==> src/rtl/unlock_pkg.sv <==
package unlock_pkg;

  localparam int KEY_LEN = 6;
  localparam int KEY_W   = 8;

  function automatic logic [KEY_W-1:0] key_byte(input int idx);
    case (idx)
      0:       key_byte = 8'hFF;
      1:       key_byte = 8'h00;
      2:       key_byte = 8'h55;
      3:       key_byte = 8'hAA;
      4:       key_byte = 8'hC1;
      5:       key_byte = 8'hAD;
      default: key_byte = 8'h00;
    endcase
  endfunction

endpackage

==> src/rtl/unlock_decode.sv <==
module unlock_decode #(
  parameter int ADDR_W  = 18,
  parameter int WIN_W   = 10,
  parameter int KEY_LSB = 2,
  parameter int KEY_W   = 8
) (
  input  logic [ADDR_W-1:0] addr,
  input  logic              strobe,
  input  logic              write,
  output logic              wr_hit,
  output logic              rd_hit,
  output logic              miss,
  output logic [KEY_W-1:0]  key
);
  localparam int HI_W = ADDR_W - WIN_W;

  logic in_win;

  always_comb begin
    in_win = (addr[ADDR_W-1:WIN_W] == HI_W'(0));
    wr_hit = strobe && write && in_win;
    rd_hit = strobe && !write && in_win;
    miss   = strobe && !in_win;
    key    = addr[KEY_LSB +: KEY_W];
  end

endmodule

==> src/rtl/unlock_seq.sv <==
module unlock_seq
  import unlock_pkg::*;
#(
  parameter int LEN = KEY_LEN
) (
  input  logic             clk,
  input  logic             rst,
  input  logic             wr_hit,
  input  logic             miss,
  input  logic [KEY_W-1:0] key,
  output logic             en
);
  localparam int SW = (LEN > 1) ? $clog2(LEN) : 1;
  localparam logic [SW-1:0] LAST = SW'(LEN - 1);

  logic [SW-1:0]    pos;
  logic [KEY_W-1:0] expect_b;
  logic             match;

  always_comb begin
    expect_b = key_byte(int'(pos));
    match    = (key == expect_b);
  end

  always_ff @(posedge clk) begin
    if (rst) begin
      pos <= '0;
      en  <= 1'b0;
    end else if (wr_hit) begin
      if (match) begin
        if (pos == LAST) begin
          pos <= '0;
          en  <= 1'b1;
        end else begin
          pos <= pos + SW'(1);
        end
      end else begin
        en  <= 1'b0;
        pos <= (key == key_byte(0)) ? SW'(1) : '0;
      end
    end
  end

  // position never leaves the key range
  a_r1_pos_range: assert property (@(posedge clk) disable iff (rst) pos <= LAST);
  // wrong byte closes the gate
  a_r5_mismatch_locks: assert property (@(posedge clk) disable iff (rst)
    (wr_hit && !match) |=> !en);
  // wrong 0xFF resumes at position 1
  a_r6_ff_restart: assert property (@(posedge clk) disable iff (rst)
    (wr_hit && !match && key == 8'hFF) |=> pos == SW'(1));
  // gate opens only after the final key byte
  a_r3_open_on_last: assert property (@(posedge clk) disable iff (rst)
    $rose(en) |-> $past(wr_hit && match && pos == LAST));
  // outside accesses leave state alone
  a_r7_outside_stable: assert property (@(posedge clk) disable iff (rst)
    miss |=> ($stable(en) && $stable(pos)));

endmodule

==> src/rtl/unlock_rdata.sv <==
module unlock_rdata #(
  parameter int          DATA_W = 16,
  parameter logic [15:0] SIG    = 16'hC1AD
) (
  input  logic              clk,
  input  logic              rst,
  input  logic              rd_hit,
  output logic [DATA_W-1:0] rd_data
);
  always_ff @(posedge clk) begin
    if (rst) rd_data <= '0;
    else     rd_data <= rd_hit ? DATA_W'(SIG) : '0;
  end

  // signature follows a window read
  a_r8_read_sig: assert property (@(posedge clk) disable iff (rst)
    rd_hit |=> rd_data == DATA_W'(SIG));
  a_r8_idle_zero: assert property (@(posedge clk) disable iff (rst)
    !rd_hit |=> rd_data == '0);

endmodule

==> src/rtl/magic_unlock_gate.sv <==
module magic_unlock_gate
  import unlock_pkg::*;
#(
  parameter int          ADDR_W  = 18,
  parameter int          WIN_W   = 10,
  parameter int          KEY_LSB = 2,
  parameter int          DATA_W  = 16,
  parameter logic [15:0] SIG     = 16'hC1AD
) (
  input  logic              clk,
  input  logic              rst,
  input  logic [ADDR_W-1:0] addr,
  input  logic              strobe,
  input  logic              write,
  output logic              unlock_en,
  output logic [DATA_W-1:0] rd_data
);
  logic             wr_hit;
  logic             rd_hit;
  logic             miss;
  logic [KEY_W-1:0] key;

  unlock_decode #(
    .ADDR_W(ADDR_W), .WIN_W(WIN_W), .KEY_LSB(KEY_LSB), .KEY_W(KEY_W)
  ) u_dec (
    .addr(addr), .strobe(strobe), .write(write),
    .wr_hit(wr_hit), .rd_hit(rd_hit), .miss(miss), .key(key)
  );

  unlock_seq #(.LEN(KEY_LEN)) u_seq (
    .clk(clk), .rst(rst), .wr_hit(wr_hit), .miss(miss), .key(key), .en(unlock_en)
  );

  unlock_rdata #(.DATA_W(DATA_W), .SIG(SIG)) u_rd (
    .clk(clk), .rst(rst), .rd_hit(rd_hit), .rd_data(rd_data)
  );

  // reads never move the enable
  a_r8_read_keeps_en: assert property (@(posedge clk) disable iff (rst)
    (strobe && !write) |=> $stable(unlock_en));

endmodule

==> config.mk <==
export PLATFORM = sky130hd
export DESIGN_NAME = magic_unlock_gate
export DESIGN_NICKNAME = d
export VERILOG_FILES = /design/src/rtl/unlock_pkg.sv /design/src/rtl/unlock_decode.sv /design/src/rtl/unlock_seq.sv /design/src/rtl/unlock_rdata.sv /design/src/rtl/magic_unlock_gate.sv
export SDC_FILE = /design/constraint.sdc
export NUM_CORES = 1
export LEC_CHECK = 0
export BUFFER_PORTS_ARGS = -buffer_cell sky130_fd_sc_hd__buf_4
export CAP_MARGIN = 20
export CORE_MARGIN = 2
export CORE_UTILIZATION = 30
export CTS_BUF_LIST = sky130_fd_sc_hd__clkbuf_4 sky130_fd_sc_hd__clkbuf_8
export DETAILED_ROUTE_END_ITERATION = 7
export PLACE_DENSITY_LB_ADDON = 0.05
export SETUP_SLACK_MARGIN = 0.02
export SLEW_MARGIN = 0
export SYNTH_ARGS = -nofsm -noshare
export SYNTH_HDL_FRONTEND = slang
export SYNTH_SLANG_ARGS = --single-unit
==> constraint.sdc <==
create_clock -name clk -period 2.67 [get_ports clk]
set_input_delay 0.1335 -clock clk [delete_from_list [all_inputs] [get_ports clk]]
set_output_delay 0.1335 -clock clk [all_outputs]
set_load 0.03 [all_outputs]
# Word-level counts from Yosys, hierarchy flattened
# Cells that the tools add are included.
dict set report word_totals {
  ff_bits 20
  inputBits 22
  output_inout_bits 17
  word_cells 26
}
dict set report classes {
  eq_ne 7
  mux 7
  reduce_logical 8
  addsub 1
}
# cell n
set op_table {}
lappend op_table {{case mux 8 bit (5 select lines)} 1}
lappend op_table {{2-to-1 mux 16 bit} 1}
lappend op_table {{== test 8 bit} 1}
lappend op_table {{== test 8 bit, second input constant} 1}
lappend op_table {{zero test 8 bit} 1}
lappend op_table {{== test 3 x 2 -> 1 bit, second input constant} 2}
lappend op_table {{== test 3 bit, second input constant} 2}
lappend op_table {{2-to-1 mux 3 bit} 2}
lappend op_table {{logical AND 1 bit} 4}
lappend op_table {{adder 3 x 1 -> 3 bit, second input constant} 1}
lappend op_table {{zero test 3 bit} 1}
lappend op_table {{2-to-1 mux 1 bit} 3}
lappend op_table {{inequality test 2 bit, second input constant} 1}
lappend op_table {{AND reduction 2 bit} 1}
lappend op_table {{zero test 1 bit} 1}

# Logic depth before layout (Yosys ltp)
dict set report depth {
  word_depth 5
  mapped_depth 9
  mapped_depth_nobuf 8
}

# Cells and area by module
# Synthesis repeated with hierarchy kept, for this count alone.
dict set report hier_totals {
  cells_unflattened 98
  area_unflattened_um2 828.3
}
# mod seq_area_each_um2 cells_per_inst instances area_each_um2
set by_module_without_submodules {}
lappend by_module_without_submodules {unlock_seq 80.1 65 1 549.3}
lappend by_module_without_submodules {unlock_rdata 20.0 18 1 150.1}
lappend by_module_without_submodules {unlock_decode 0.0 15 1 128.9}

# Worst setup path before layout
# OpenSTA, ideal clock, no wires.
dict set report synth_timing {
  path_type {register -> register}
  from {register u_seq.pos[1]}
  to {register u_seq.pos[0]}
  path_stages_with_launch 10
  synth_period_minus_slack_ps 2405
  n_path_buf 1
  arrival_time_ps 2331
  setup_time_ps 74
  slack_ps 265
  path_cell_list {dfxtp_1 > clkbuf_1 > and2_1 > ha_1 > or4_1 > o211ai_1 > a222oi_1 > nor4_2 > or4_1 > a31oi_1}
}
dict set report synth_between {
  elab_chain_cells 4
  word_cells_on_any_way 9
  cone_classes {eq/ne (5); mux (3); reduce/logical (1)}
}
# item line_no
set synth_lines {}
lappend synth_lines {{from (decl)} unlock_seq.sv:16} ;# logic [SW-1:0] pos;
lappend synth_lines {{from (signal assigned)} unlock_seq.sv:35} ;# pos <= pos + SW'(1);
lappend synth_lines {{from (signal assigned)} unlock_seq.sv:39} ;# pos <= (key == key_byte(0)) ? SW'(1) : '0;
lappend synth_lines {{== test 3 bit, or another cell as far along} {unlock_pkg.sv:7, unlock_seq.sv:31}}
lappend synth_lines {{case mux 8 bit (5 select lines)} unlock_pkg.sv:7} ;# case (idx)
lappend synth_lines {{== test 8 bit} unlock_seq.sv:22} ;# match = (key == expect_b);
lappend synth_lines {{2-to-1 mux 3 bit *} unlock_seq.sv:30} ;# if (match) begin
# Mark *: on every way between the ends. The rest lies on a longest branch, timed or not.
# A chain may end at the register's enable or synchronous reset.

# Final worst setup path
# Same ends and word-level chain as after synthesis.

==> flow_metrics.py <==
metrics = {
    "run_status": {
        "status": "finished clean",
    },
    "worst_setup_path": {
        "max_stage_delay_ps": 470,
        "required_ps": 2790,
        "cp.arrival_ps": 2380,
        "cpMaxStageDelayCell": "or4_1",
        "cp_cell_sequence": "and2_1, ha_1, or4_1, o211ai_1, a222oi_1, nor4_2, or4_1, a31oi_1",
        "reg2reg_slack_ps": 420,
        "critical_path.max_fanout": 5,
        "path_class": "flop to flop",
        "crit_top_cell": "or4_1",
        "end_kind": "flop",
        "start_kind": "flop",
    },
    "place": {
        "place_congestion": 0.7487,
        "dpl_worst_slack_ps": 408.4,
        "io_buffer_count": 28,
        "dp.cells": 141,
        "hpwl_microns": 1259,
    },
    "clocking": {
        "cts_buffers": 3,
        "postCtsSetupRepairBufs": 0,
        "clk_path_buf_depth": 2,
        "cts.sink_count": 5,
        "path_clk_slew_ps": 40,
        "cts_tree": "done",
        "h-tree-depth": 1,
        "cts_hold_buf": 0,
        "clock_latency_ps": 240,
        "cts_resized": 0,
        "cts_root_buffer": "clkbuf_4",
    },
    "run": {
        "maxCapViolCount": 0,
    },
    "layout": {
        "antennaDiodeCount": 0,
        "layout.nets": 141,
        "drive_above_1_share_pct": 35.04,
        "area_growth_pct": 30.81,
        "final_cells": 145,
        "fillerInstances": 232,
    },
    "drt": {
        "drt_iter0_markers": 16,
        "via_per_inst": 5.000,
        "avgRoutedWirePerCell_microns": 10.70,
        "firstDrtPassIters": 4,
        "vias": 725,
        "postRouteAntennaNets": 0,
        "finalWirelength_microns": 1551,
        "drc_errors": 0,
    },
    "timing": {
        "setup_tns_ps": 0,
        "rsz0062_at_grt": "false",
        "fin_crit_ps": 2253,
        "setup_ws_ps": 416.9,
        "finalClockSkew_ps": 0.6883,
        "min_period_over_period_pct": 84.39,
        "holdWs_ps": 71.24,
        "timing.fmax_mhz": 443.8,
        "setup_viol": 0,
        "hold_violations": 0,
        "slew_violations": 0,
    },
    "yosys": {
        "syn-cell-area_sq_um": 661.9,
        "synth_cell_type_count": 40,
        "synth_top_family_by_area": "simple AND/OR/NAND/NOR gates",
        "synth-warning-count": 0,
        "yosys.area_share.simple_pct": 32.70,
        "synthArstFlopShare_pct": 0,
        "synth-xor-area-share_pct": 0,
        "syn_avg_cell_area_sq_um": 7.194,
        "synth_top_area_cell": "buf_4",
        "syn-instance-count": 92,
        "yosys_register_bits": 5,
        "ys_seq_area_share_pct": 15.12,
        "synth_area_leaders": "buf_4 (17%), dfxtp_1 (15%), a21oi_1 (3.8%)",
        "synth-adder-area-share_pct": 1.890,
        "synthMuxAreaShare_pct": 0,
        "synth_edf_count": 0,
        "synth_most_common_cell": "buf_4",
        "netlist.area_leader.share_pct": 17.01,
        "synth_flop_cell": "dfxtp_1",
        "synth_compound_area_share_pct": 25.14,
    },
    "floorplan": {
        "start_util_pct": 30.81,
        "die_height_microns": 50.97,
        "ioPinCount": 39,
        "die_x_microns": 50.97,
        "fp.coreArea_sq_um": 2148,
        "rows": 17,
        "die_area_sq_um": 2598,
    },
    "global_routing": {
        "track_usage_pct": 13.36,
        "grt_overflow": 0,
        "antenna_found_initial": 0,
        "grt_pass1_vias": 612,
        "grt_max_degree": 15,
        "grt_pass1_wl_microns": 2663,
    },
    "min_path": {
        "hold_path.class": "input port to flop",
    },
    "power": {
        "ir_worst_vdd_mv": 0.1504,
        "power_density_nw_per_um2": 266.4,
        "p_leak_nw": 0.3711,
    },
}
layout make-up:
cell class / instances / area [sq um] / share of cell area (%)
Tap cell: 28 / 35.03 / 4.046
Clock buffer: 4 / 30.03 / 3.468
Inverter: 6 / 27.53 / 3.179
Timing Repair Buffer: 33 / 247.7 / 28.61
Multi-Input combinational cell: 69 / 425.4 / 49.13
Sequential cell: 5 / 100.1 / 11.56
logic make-up after synthesis:
kind of cell,Yosys count
other,1
AND/OR/NAND/NOR,36
adder cells (fa/ha/maj),1
buffers and inverters,25
AO/OA/AOI/OAI,24
flip-flops,5
registers in the layout, summed over array words and instances, names as in the netlist:
register / count
u_rd.rd_data: 1
u_seq.en: 1
u_seq.pos: 3
cell usage in the layout (no fill, tap or decap), types with 2 or more instances in the layout:
cell type and count:
a21oi_1 5, a31oi_1 2, buf_4 33, clkbuf_4 4, conb_1 8, dfxtp_1 5, inv_1 5, nand2_1 5
nand2b_1 2, nand3_1 2, nand4_1 3, nor2_1 5, nor2b_1 2, nor3_1 3, nor3b_1 2, nor4_1 3
o21ai_0 5, or4_1 2
path summary, 6_finish.rpt:
check                                                   end                      start  depth (start not counted)
worst max-delay path              u_seq.pos[0]$_SDFFE_PP0P_  u_seq.pos[1]$_SDFFE_PP0P_                          8
worst min-delay path            u_rd.rd_data[14]$_SDFF_PP0_                      write                          2
worst max register to register    u_seq.pos[0]$_SDFFE_PP0P_  u_seq.pos[1]$_SDFFE_PP0P_                          8
worst min register to register        u_seq.en$_SDFFE_PP0P_      u_seq.en$_SDFFE_PP0P_                          2
metal layers:
layer	track usage (%)	vias up	wire length (microns)
li1	-	370	-
met1	15.60	328	691
met2	22.08	27	763
met3	4.678	0	95
met4	5.405	0	0
met5	0	-	0
metrics by stage:
step | util [%] | instance area, sq um | total power, mW
final | 40.30 | 865.8 | 0.2307
after global routing | 40.30 | 865.8 | 0.2524
after CTS | 40.30 | 865.8 | 0.2347
after detailed placement | 38.91 | 835.8 | 0.1363
after global placement | 38.91 | 835.8 | 0.1356
after floorplan | - | 688.2 | 0.1149
power by group:
group,total [mW],internal [mW],switching [mW]
sequential,0.0750,0.0750,0.0000155
clock,0.0953,0.0665,0.0289
combinational,0.0603,0.0273,0.0330
critical path: cells and delay by family (launching register included):
family / cells / cell delay (ps)
AOI/OAI and AO/OA: 3 / 390
DFF: 1 / 300
adders and majority gates: 1 / 220
and+or+nand+nor: 4 / 1230
Note: power is estimated with default switching activity, not from simulation.
